==> src/rtl/ovq_pkg.sv <==
package ovq_pkg;
  // commands from control to datapath
  typedef struct packed {
    logic inc;
    logic clr;
  } cntCmd_t;

  // status from datapath to control
  typedef struct packed {
    logic anyHit;
    logic allRel;
    logic reached;
  } cellStat_t;
endpackage

==> src/rtl/ovq_datapath.sv <==
module ovq_datapath
  import ovq_pkg::*;
#(
  parameter int NUM_CELLS = 5,
  parameter int MIN_CELLS = 3,
  parameter int MAX_DELAY = 14,
  localparam int CW = $clog2(NUM_CELLS + 1),
  localparam int DW = $clog2(MAX_DELAY + 1)
) (
  input  logic                 clk,
  input  logic                 rstN,
  input  logic [NUM_CELLS-1:0] ovHit,
  input  logic [NUM_CELLS-1:0] belowRel,
  input  logic [CW-1:0]        activeCells,
  input  logic [DW-1:0]        delayCfg,
  input  logic                 quickTest,
  input  cntCmd_t              cmd,
  output cellStat_t            stat,
  output logic                 cntNonZero
);
  logic [CW-1:0]        cellsEff;
  logic [DW-1:0]        delayEff;
  logic [NUM_CELLS-1:0] cellMask;
  logic [DW-1:0]        hitCnt;

  always_comb begin
    if (int'(activeCells) < MIN_CELLS)      cellsEff = CW'(MIN_CELLS);
    else if (int'(activeCells) > NUM_CELLS) cellsEff = CW'(NUM_CELLS);
    else                                    cellsEff = activeCells;
  end

  always_comb begin
    if (quickTest)                        delayEff = DW'(1);
    else if (delayCfg == '0)              delayEff = DW'(1);
    else if (int'(delayCfg) > MAX_DELAY)  delayEff = DW'(MAX_DELAY);
    else                                  delayEff = delayCfg;
  end

  // active cells are the top cellsEff bits; lowest ones drop out
  for (genvar i = 0; i < NUM_CELLS; i++) begin : g_mask
    assign cellMask[i] = (i >= (NUM_CELLS - int'(cellsEff)));
  end

  assign stat.anyHit  = |(ovHit & cellMask);
  assign stat.allRel  = &(belowRel | ~cellMask);
  assign stat.reached = ({1'b0, hitCnt} + (DW+1)'(1)) >= {1'b0, delayEff};
  assign cntNonZero   = (hitCnt != '0);

  always_ff @(posedge clk or negedge rstN) begin
    if (!rstN)                          hitCnt <= '0;
    else if (cmd.clr)                   hitCnt <= '0;
    else if (cmd.inc && hitCnt < delayEff) hitCnt <= hitCnt + DW'(1);
  end

  assert_cnt_bound_R8: assert property (@(posedge clk) disable iff (!rstN)
    int'(hitCnt) <= MAX_DELAY);

  assert_inc_clr_excl_R2: assert property (@(posedge clk) disable iff (!rstN)
    !(cmd.inc && cmd.clr));
endmodule

==> src/rtl/ovq_control.sv <==
module ovq_control
  import ovq_pkg::*;
(
  input  logic      clk,
  input  logic      rstN,
  input  logic      sampleStb,
  input  logic      sleepClr,
  input  cellStat_t stat,
  output cntCmd_t   cmd,
  output logic      fault
);
  logic faultNxt;
  logic cleanPrev, cleanPrevNxt;

  always_comb begin
    faultNxt     = fault;
    cleanPrevNxt = cleanPrev;
    cmd          = '0;
    if (sleepClr) begin
      faultNxt     = 1'b0;
      cleanPrevNxt = 1'b0;
      cmd.clr      = 1'b1;
    end else if (sampleStb) begin
      if (fault) begin
        if (stat.allRel) begin
          faultNxt     = 1'b0;
          cleanPrevNxt = 1'b0;
          cmd.clr      = 1'b1;
        end
      end else if (stat.anyHit) begin
        cleanPrevNxt = 1'b0;
        if (stat.reached) begin
          faultNxt = 1'b1;
          cmd.clr  = 1'b1;
        end else begin
          cmd.inc  = 1'b1;
        end
      end else begin
        if (cleanPrev) cmd.clr = 1'b1;
        cleanPrevNxt = 1'b1;
      end
    end
  end

  always_ff @(posedge clk or negedge rstN) begin
    if (!rstN) begin
      fault     <= 1'b0;
      cleanPrev <= 1'b0;
    end else begin
      fault     <= faultNxt;
      cleanPrev <= cleanPrevNxt;
    end
  end

  assert_rise_on_hit_R1: assert property (@(posedge clk) disable iff (!rstN)
    $rose(fault) |-> $past(sampleStb) && $past(stat.anyHit));

  assert_sleep_clear_R7: assert property (@(posedge clk) disable iff (!rstN)
    sleepClr |=> !fault);
endmodule

==> src/rtl/ov_qualifier.sv <==
module ov_qualifier
  import ovq_pkg::*;
#(
  parameter int NUM_CELLS = 5,
  parameter int MIN_CELLS = 3,
  parameter int MAX_DELAY = 14,
  localparam int CW = $clog2(NUM_CELLS + 1),
  localparam int DW = $clog2(MAX_DELAY + 1)
) (
  input  logic                 clk,
  input  logic                 rstN,
  input  logic                 sleepClr,
  input  logic                 sampleStb,
  input  logic [NUM_CELLS-1:0] ovHit,
  input  logic [NUM_CELLS-1:0] belowRel,
  input  logic [CW-1:0]        activeCells,
  input  logic [DW-1:0]        delayCfg,
  input  logic                 quickTest,
  output logic                 ovFault,
  output logic                 counting
);
  cntCmd_t   cmd;
  cellStat_t stat;

  ovq_datapath #(
    .NUM_CELLS(NUM_CELLS), .MIN_CELLS(MIN_CELLS), .MAX_DELAY(MAX_DELAY)
  ) u_dp (
    .clk(clk), .rstN(rstN), .ovHit(ovHit), .belowRel(belowRel),
    .activeCells(activeCells), .delayCfg(delayCfg), .quickTest(quickTest),
    .cmd(cmd), .stat(stat), .cntNonZero(counting)
  );

  ovq_control u_ctl (
    .clk(clk), .rstN(rstN), .sampleStb(sampleStb), .sleepClr(sleepClr),
    .stat(stat), .cmd(cmd), .fault(ovFault)
  );

  assert_hold_idle_R6: assert property (@(posedge clk) disable iff (!rstN)
    !sampleStb && !sleepClr |=> $stable(ovFault) && $stable(counting));

  assert_quick_one_R5: assert property (@(posedge clk) disable iff (!rstN)
    sampleStb && !sleepClr && quickTest && !ovFault && stat.anyHit |=> ovFault);

  assert_release_R3: assert property (@(posedge clk) disable iff (!rstN)
    sampleStb && !sleepClr && ovFault && stat.allRel |=> !ovFault && !counting);

  assert_clear_cnt_R7: assert property (@(posedge clk) disable iff (!rstN)
    sleepClr |=> !counting);
endmodule

==> config.mk <==
export PLATFORM = sky130hd
export DESIGN_NAME = ov_qualifier
export DESIGN_NICKNAME = d
export VERILOG_FILES = /design/src/rtl/ovq_pkg.sv /design/src/rtl/ovq_datapath.sv /design/src/rtl/ovq_control.sv /design/src/rtl/ov_qualifier.sv
export SDC_FILE = /design/constraint.sdc
export NUM_CORES = 1
export LEC_CHECK = 0
export CORE_MARGIN = 5
export CORE_UTILIZATION = 49
export DETAILED_ROUTE_END_ITERATION = 8
export MAX_ROUTING_LAYER = met4
export PLACE_DENSITY = 0.86
export SKIP_LAST_GASP = 1
export SLEW_MARGIN = 20
export SYNTH_ARGS = -nofsm -noshare
export SYNTH_HDL_FRONTEND = slang
export SYNTH_SLANG_ARGS = --single-unit
==> constraint.sdc <==
create_clock -name clk -period 5.9 [get_ports clk]
set_clock_uncertainty 0.05 [all_clocks]
set_input_delay 1.18 -clock clk [delete_from_list [all_inputs] [get_ports clk]]
set_output_delay 1.18 -clock clk [all_outputs]
set_load 0.03 [all_outputs]
# Word level (Yosys, flattened, before mapping)
# Index checks and enable logic that the tools add are counted.
[totals]
regBits = 6
latch_bits = 0
ramBits = 0
rom_bits = 0
input_bits = 22
output_inout_bits = 2
wordCells = 56
n_memories = 0
[op_classes]
add_sub_neg = 3
multipliers = 0
n_div = 0
magnitude_cmp = 10
n_eq_ne = 1
shift = 0
mux = 28
n_bitwise = 3
n_reduce_logical = 8
[ops]
columns = ["operator", "count"]
rows = [
  [">= comparator 3 x 32 -> 1 bit, first input constant", 2],
  [">= comparator 1 x 32 -> 1 bit, first input constant", 1],
  [">= comparator 2 x 32 -> 1 bit, first input constant", 1],
  [">= comparator 4 x 32 -> 1 bit, first input constant", 1],
  ["two-way mux 1 bit", 20],
  ["two-way mux 4 bit", 5],
  ["two-way mux 3 bit", 2],
  ["adder 4 x 1 -> 5 bit, second input constant", 1],
  ["bitwise AND 5 bit", 1],
  [">= comparator 5 x 4 -> 1 bit", 1],
  ["NOT 5 bit", 1],
  ["bitwise OR 5 bit", 1],
  ["AND reduction 5 bit", 1],
  ["OR reduction 5 bit", 1],
  ["adder 4 x 1 -> 4 bit, second input constant", 1],
  ["> comparator 4 bit, second input constant", 1],
  ["logical NOT 4 bit", 1],
  ["less-than comparator 4 bit", 1],
  ["nonzero test 2 bit", 2],
  ["nonzero test 4 bit", 1],
  ["subtractor 3 x 3 -> 4 bit, first input constant", 1],
  ["> comparator 3 bit, second input constant", 1],
  ["less-than comparator 3 x 2 -> 1 bit, second input constant", 1],
  ["!= test 3 bit, second input constant", 1],
  ["3 further kinds", 3],
]

# Depth between registers and ports, before layout
[logic_depth]
word_depth = 15
ltp_mapped = 10
mapped_depth_nobuf = 10

# By module
# A second synthesis with hierarchy kept.
[unflattened]
cells_unflattened = 84
area_unflattened_um2 = 674.4
[modules_own_cells]
columns = ["module", "instances", "cells_per_inst", "area_per_inst_um2", "seq_area_each_um2"]
rows = [
  ["ovq_datapath", 1, 67, 538.0, 100.1],
  ["ovq_control", 1, 17, 136.4, 50.0],
]

# Least setup slack after synthesis
# No wires, ideal clock.
[synth_timing]
path_type = "input -> register"
startpoint = "in delayCfg[3]"
endpoint = "reg u_dp.hitCnt[2]"
setup_time_ps = 87
arrival_ps = 2961
required_ps = 5763
setup_slack_ps = 2802
path_stages = 10
path_buffers = 0
path_cell_list = "nand2_1 -> nand2_1 -> a21oi_1 -> or2_2 -> ha_1 -> a21boi_1 -> o31ai_2 -> nand4_1 -> or4_1 -> a22oi_1"
[synth_via]
elab_chain_cells = 12
elab_cells_between_ends = 19
cone_classes = "3 x order compare; 13 x mux; 3 x reduce/logical"
[synth_lines]
columns = ["element", "line", "source"]
rows = [
  ["from (decl)", "ov_qualifier.sv:17", "input logic [DW-1:0] delayCfg,"],
  ["> comparator 4 bit", "ovq_datapath.sv:35", "else if (int'(delayCfg) > MAX_DELAY) delayEff = DW'(MAX_DELAY);"],
  ["two-way mux 4 bit", "ovq_datapath.sv:35", ""],
  ["two-way mux 4 bit *", "ovq_datapath.sv:34", "else if (delayCfg == '0) delayEff = DW'(1);"],
  ["two-way mux 4 bit *", "ovq_datapath.sv:33", "if (quickTest) delayEff = DW'(1);"],
  [">= comparator 5 x 4 -> 1 bit", "ovq_datapath.sv:46", "assign stat.reached = ({1'b0, hitCnt} + (DW+1)'(1)) >= {1'b0, delayEff};"],
  ["two-way mux 1 bit", "ovq_control.sv:32", "if (stat.reached) begin"],
  ["two-way mux 1 bit", "ovq_control.sv:30", "end else if (stat.anyHit) begin"],
  ["two-way mux 1 bit", "ovq_control.sv:24", "if (fault) begin"],
  ["two-way mux 2 bit", "ovq_control.sv:23", "end else if (sampleStb) begin"],
  ["two-way mux 1 bit", "ovq_control.sv:19", "if (sleepClr) begin"],
  ["logical AND 1 bit", "ovq_datapath.sv:52", "else if (cmd.inc && hitCnt < delayEff) hitCnt <= hitCnt + DW'(1);"],
  ["nonzero test 2 bit (no source line)", "-", ""],
  ["to (signal assigned)", "ovq_datapath.sv:52", ""],
  ["to (decl)", "ovq_datapath.sv:24", "logic [DW-1:0] hitCnt;"],
]
# Mark *: on every way between the ends. The rest lies on a longest branch, timed or not.
# A chain may end at the register's enable or synchronous reset.

# Worst setup path after layout
[layout_timing]
startpoint = "in delayCfg[1]"
endpoint = "reg u_dp.hitCnt[2]"
# The elaborated chain is that of the path after synthesis.

==> reports/results.tsv <==
stage	metric	value	unit
yosys	ys_ff_latch	6	
pwr	ir_drop	0.1709	mV
routing	wire_per_inst	13.43	um
routing	drt-initial-drc-count	12	
die	die_w	50.01	um
status	outcome	complete, no violations	
timing	drv_slew	0	
yosys	ys_warn_count	0	
yosys	syn_nets	127	
clock_network	cts_resized	0	
yosys	ys_top_cells_by_area	ha_1 (21%), dfrtp_1 (19%), inv_1 (4.3%)	
grt	grt_max_degree	12	
yosys	yosysTopAreaCell	ha_1	
final_layout	finalInstanceArea	1028	um^2
final_layout	finish.utilization	68.27	%
routing	dr.pass1.iters	4	
routing	via_count	753	
pwr	p_per_area	155.4	nW/um^2
timing	worst_slew_pin_slew	0.6881	ns
grt	grt_pass1_vias	728	
die	io-pin-count	24	
place	gp_congestion	0.8464	
final_layout	area_growth	31.10	%
timing	min_period	3.629	ns
yosys	netlist_instances	92	
die	initial_core_util	52.08	%
timing	setup_viol	0	
die	dieArea	2501	um^2
yosys	synth_area	784.5	um^2
worst_setup_path	cp.arrival	3.73	ns
clock_network	clock_path_buffers	2	
worst_setup_path	crit_slowest_cell	clkdlybuf4s50_1	
clock_network	path_clk_slew	0.04	ns
timing	final-hold-violation-count	0	
yosys	netlist.area_leader.share	20.73	%
grt	grt.total_usage	15.42	%
die	num_rows	14	
timing	tns	0	ns
grt	grt_antenna_before_repair	0	
worst_setup_path	slowest_delay	0.51	ns
worst_setup_path	worstPathRequired	6.00	ns
final_layout	area.sequential	150.1	um^2
final_layout	multiInputGateArea	571.8	um^2
clock_network	cts_tree	built	
worst_setup_path	crit_type	in2reg	
final_layout	nets	152	
run	drv_cap	0	
worst_setup_path	end_kind	register	
yosys	yosysSeqAreaShare	19.14	%
clock_network	clkLatencyLatePin	0.24	ns
clock_network	holdBufCountCts	0	
clock_network	clock-sinks	6	
clock_network	numCtsBuffers	3	
routing	drc	0	
timing	finalCritPeriodShare	61.51	%
routing	routed_via_density	5.748	
yosys	syn_area_per_cell	8.527	um^2
final_layout	layout-drive-gt1-share	8.696	%
worst_setup_path	cp-start-kind	input pin	
grt	grt_pass1_wl	3.077	mm
timing	fmax	275.5	MHz
routing	drt-total-wl	1.759	mm
final_layout	num-fill-cells	119	
die	core	1506	um^2
timing	worst_slew_margin_rel	54.13	%
grt	overflow	0	
final_layout	diodes	0	
clock_network	root_buffer	clkbuf_4	
worst_setup_path	cp_cell_sequence	clkdlybuf4s50_1 -> nor2_1 -> nor2_1 -> a21oi_1 -> or2_2 -> ha_1 -> a21boi_1 -> o31ai_2 -> nand4_1 -> or4_1 -> a22oi_1	
yosys	ys_types	37	
worst_setup_path	crit_fanout	8	
timing	whs	0.4987	ns
die	die_h	50.01	um
place	placed_cell_area	1006	um^2
worst_setup_path	cp_common_cell	nor2_1	
timing	rsz0062_at_grt	no	
place	dp_hpwl	1.491	mm
clock_network	post_cts_buffers	0	
pwr	p_leak	0.0004556	uW
routing	antenna_left	0	
hold_path	hold_path_class	reg2reg	
place	io_buffers	23	
clock_network	h-tree-depth	1	
-- metal layers --
metal / GRT usage (%) / wire length (um) / up-vias / part of all wire, %
met1: 18.00 / 781 / 343 / 44
met4: 2.620 / 0 / 0 / 0
met3: 4.518 / 105 / 0 / 6.0
met5: - / 0 / - / 0
li1: - / - / 391 / -
met2: 26.15 / 871 / 19 / 50
-- worst max-delay path, delay by kind of cell --
| family | cells | cell delay (ns) |
|---|---|---|
| AOI/OAI and AO/OA | 4 | 0.55 |
| buffers and inverters | 1 | 0.51 |
| adders and majority gates | 1 | 0.29 |
| and+or+nand+nor | 5 | 1.20 |
-- registers in the layout, summed over array words and instances, names as in the netlist --
register,cells
u_ctl.cleanPrev,1
u_ctl.fault,1
u_dp.hitCnt,4
-- logic make-up after synthesis --
group	Yosys count	synth area share, %
AND/OR/NAND/NOR	28	19.30
buffers and inverters	12	7.974
multiplexers	1	1.435
XOR/XNOR	2	2.233
AO/OA/AOI/OAI	30	29.19
adder cells (fa/ha/maj)	13	20.73
flip-flops	6	19.14
-- cells in the mapped netlist --
library cell / n
a211oi_1: 1
a21boi_1: 1
a21oi_1: 4
a221oi_2: 1
a22oi_1: 3
a31o_2: 1
a31oi_1: 1
buf_6: 1
dfrtp_1: 6
dlygate4sd1_1: 2
ha_1: 13
inv_1: 9
mux2_2: 1
nand2_1: 4
nand2b_1: 4
nand3_1: 3
nand3b_1: 2
nand4_1: 1
nor2_1: 6
nor2b_1: 1
nor3_1: 1
nor3b_1: 1
o211ai_1: 1
o21a_1: 3
o21ai_0: 3
o21ai_2: 2
o21bai_1: 1
o2bb2a_1: 1
o31a_1: 2
o31ai_1: 3
o31ai_2: 1
o32ai_1: 1
or2_2: 1
or3_1: 2
or4_1: 2
xnor2_1: 1
xor2_1: 1
-- stage by stage --
step	total power (uW)	cells	setup WS, ns
after floorplan	94.28	92	2.802
after global placement	121.3	128	2.113
after detailed placement	123.5	128	2.048
after CTS	161.6	131	2.290
after global routing	175.0	131	2.041
final	159.9	131	2.271
-- cell usage in the layout, fill, tap and decap left out, types with 2 or more instances in the layout --
cell and count:
a21oi_1 4, a22oi_1 3, clkbuf_4 3, clkdlybuf4s50_1 23, dfrtp_1 6, ha_1 13, inv_1 9, nand2_1 4
nand2b_1 4, nand3_1 3, nand3b_1 2, nor2_1 6, o21a_1 3, o21ai_0 3, o21ai_2 2, o31a_1 2
o31ai_1 3, or3_1 2, or4_1 2
-- final cells by class --
class,count,area share (%)
Multi-Input combinational cell,74,55.60
Timing Repair Buffer,23,22.38
Sequential cell,6,14.60
Inverter,9,3.285
Clock buffer,3,2.190
Tap cell,16,1.946
-- worst paths after layout --
check / from / end / slack (ns) / cells after the start
worst max register to register: u_dp.hitCnt[0] / u_dp.hitCnt[2] / 3.28 / 8
worst min-delay path: u_ctl.cleanPrev / u_ctl.cleanPrev / 0.50 / 2
min in group asynchronous: rstN / u_dp.hitCnt[0] / 1.14 / 1
worst min register to register: u_ctl.cleanPrev / u_ctl.cleanPrev / 0.50 / 2
max in group asynchronous: rstN / u_ctl.fault / 4.44 / 1
worst max-delay path: delayCfg[1] / u_dp.hitCnt[2] / 2.27 / 11
-- power by group --
part           switching (uW)  total, uW  internal, uW  leakage [uW]
Combinational            36.4       74.7          38.2      0.000360
Sequential               4.48       48.5          44.1     0.0000822
Clock                    13.7       36.7          22.9     0.0000138
Total                    54.7        160           105      0.000456
(Power assumes the default switching activity.)
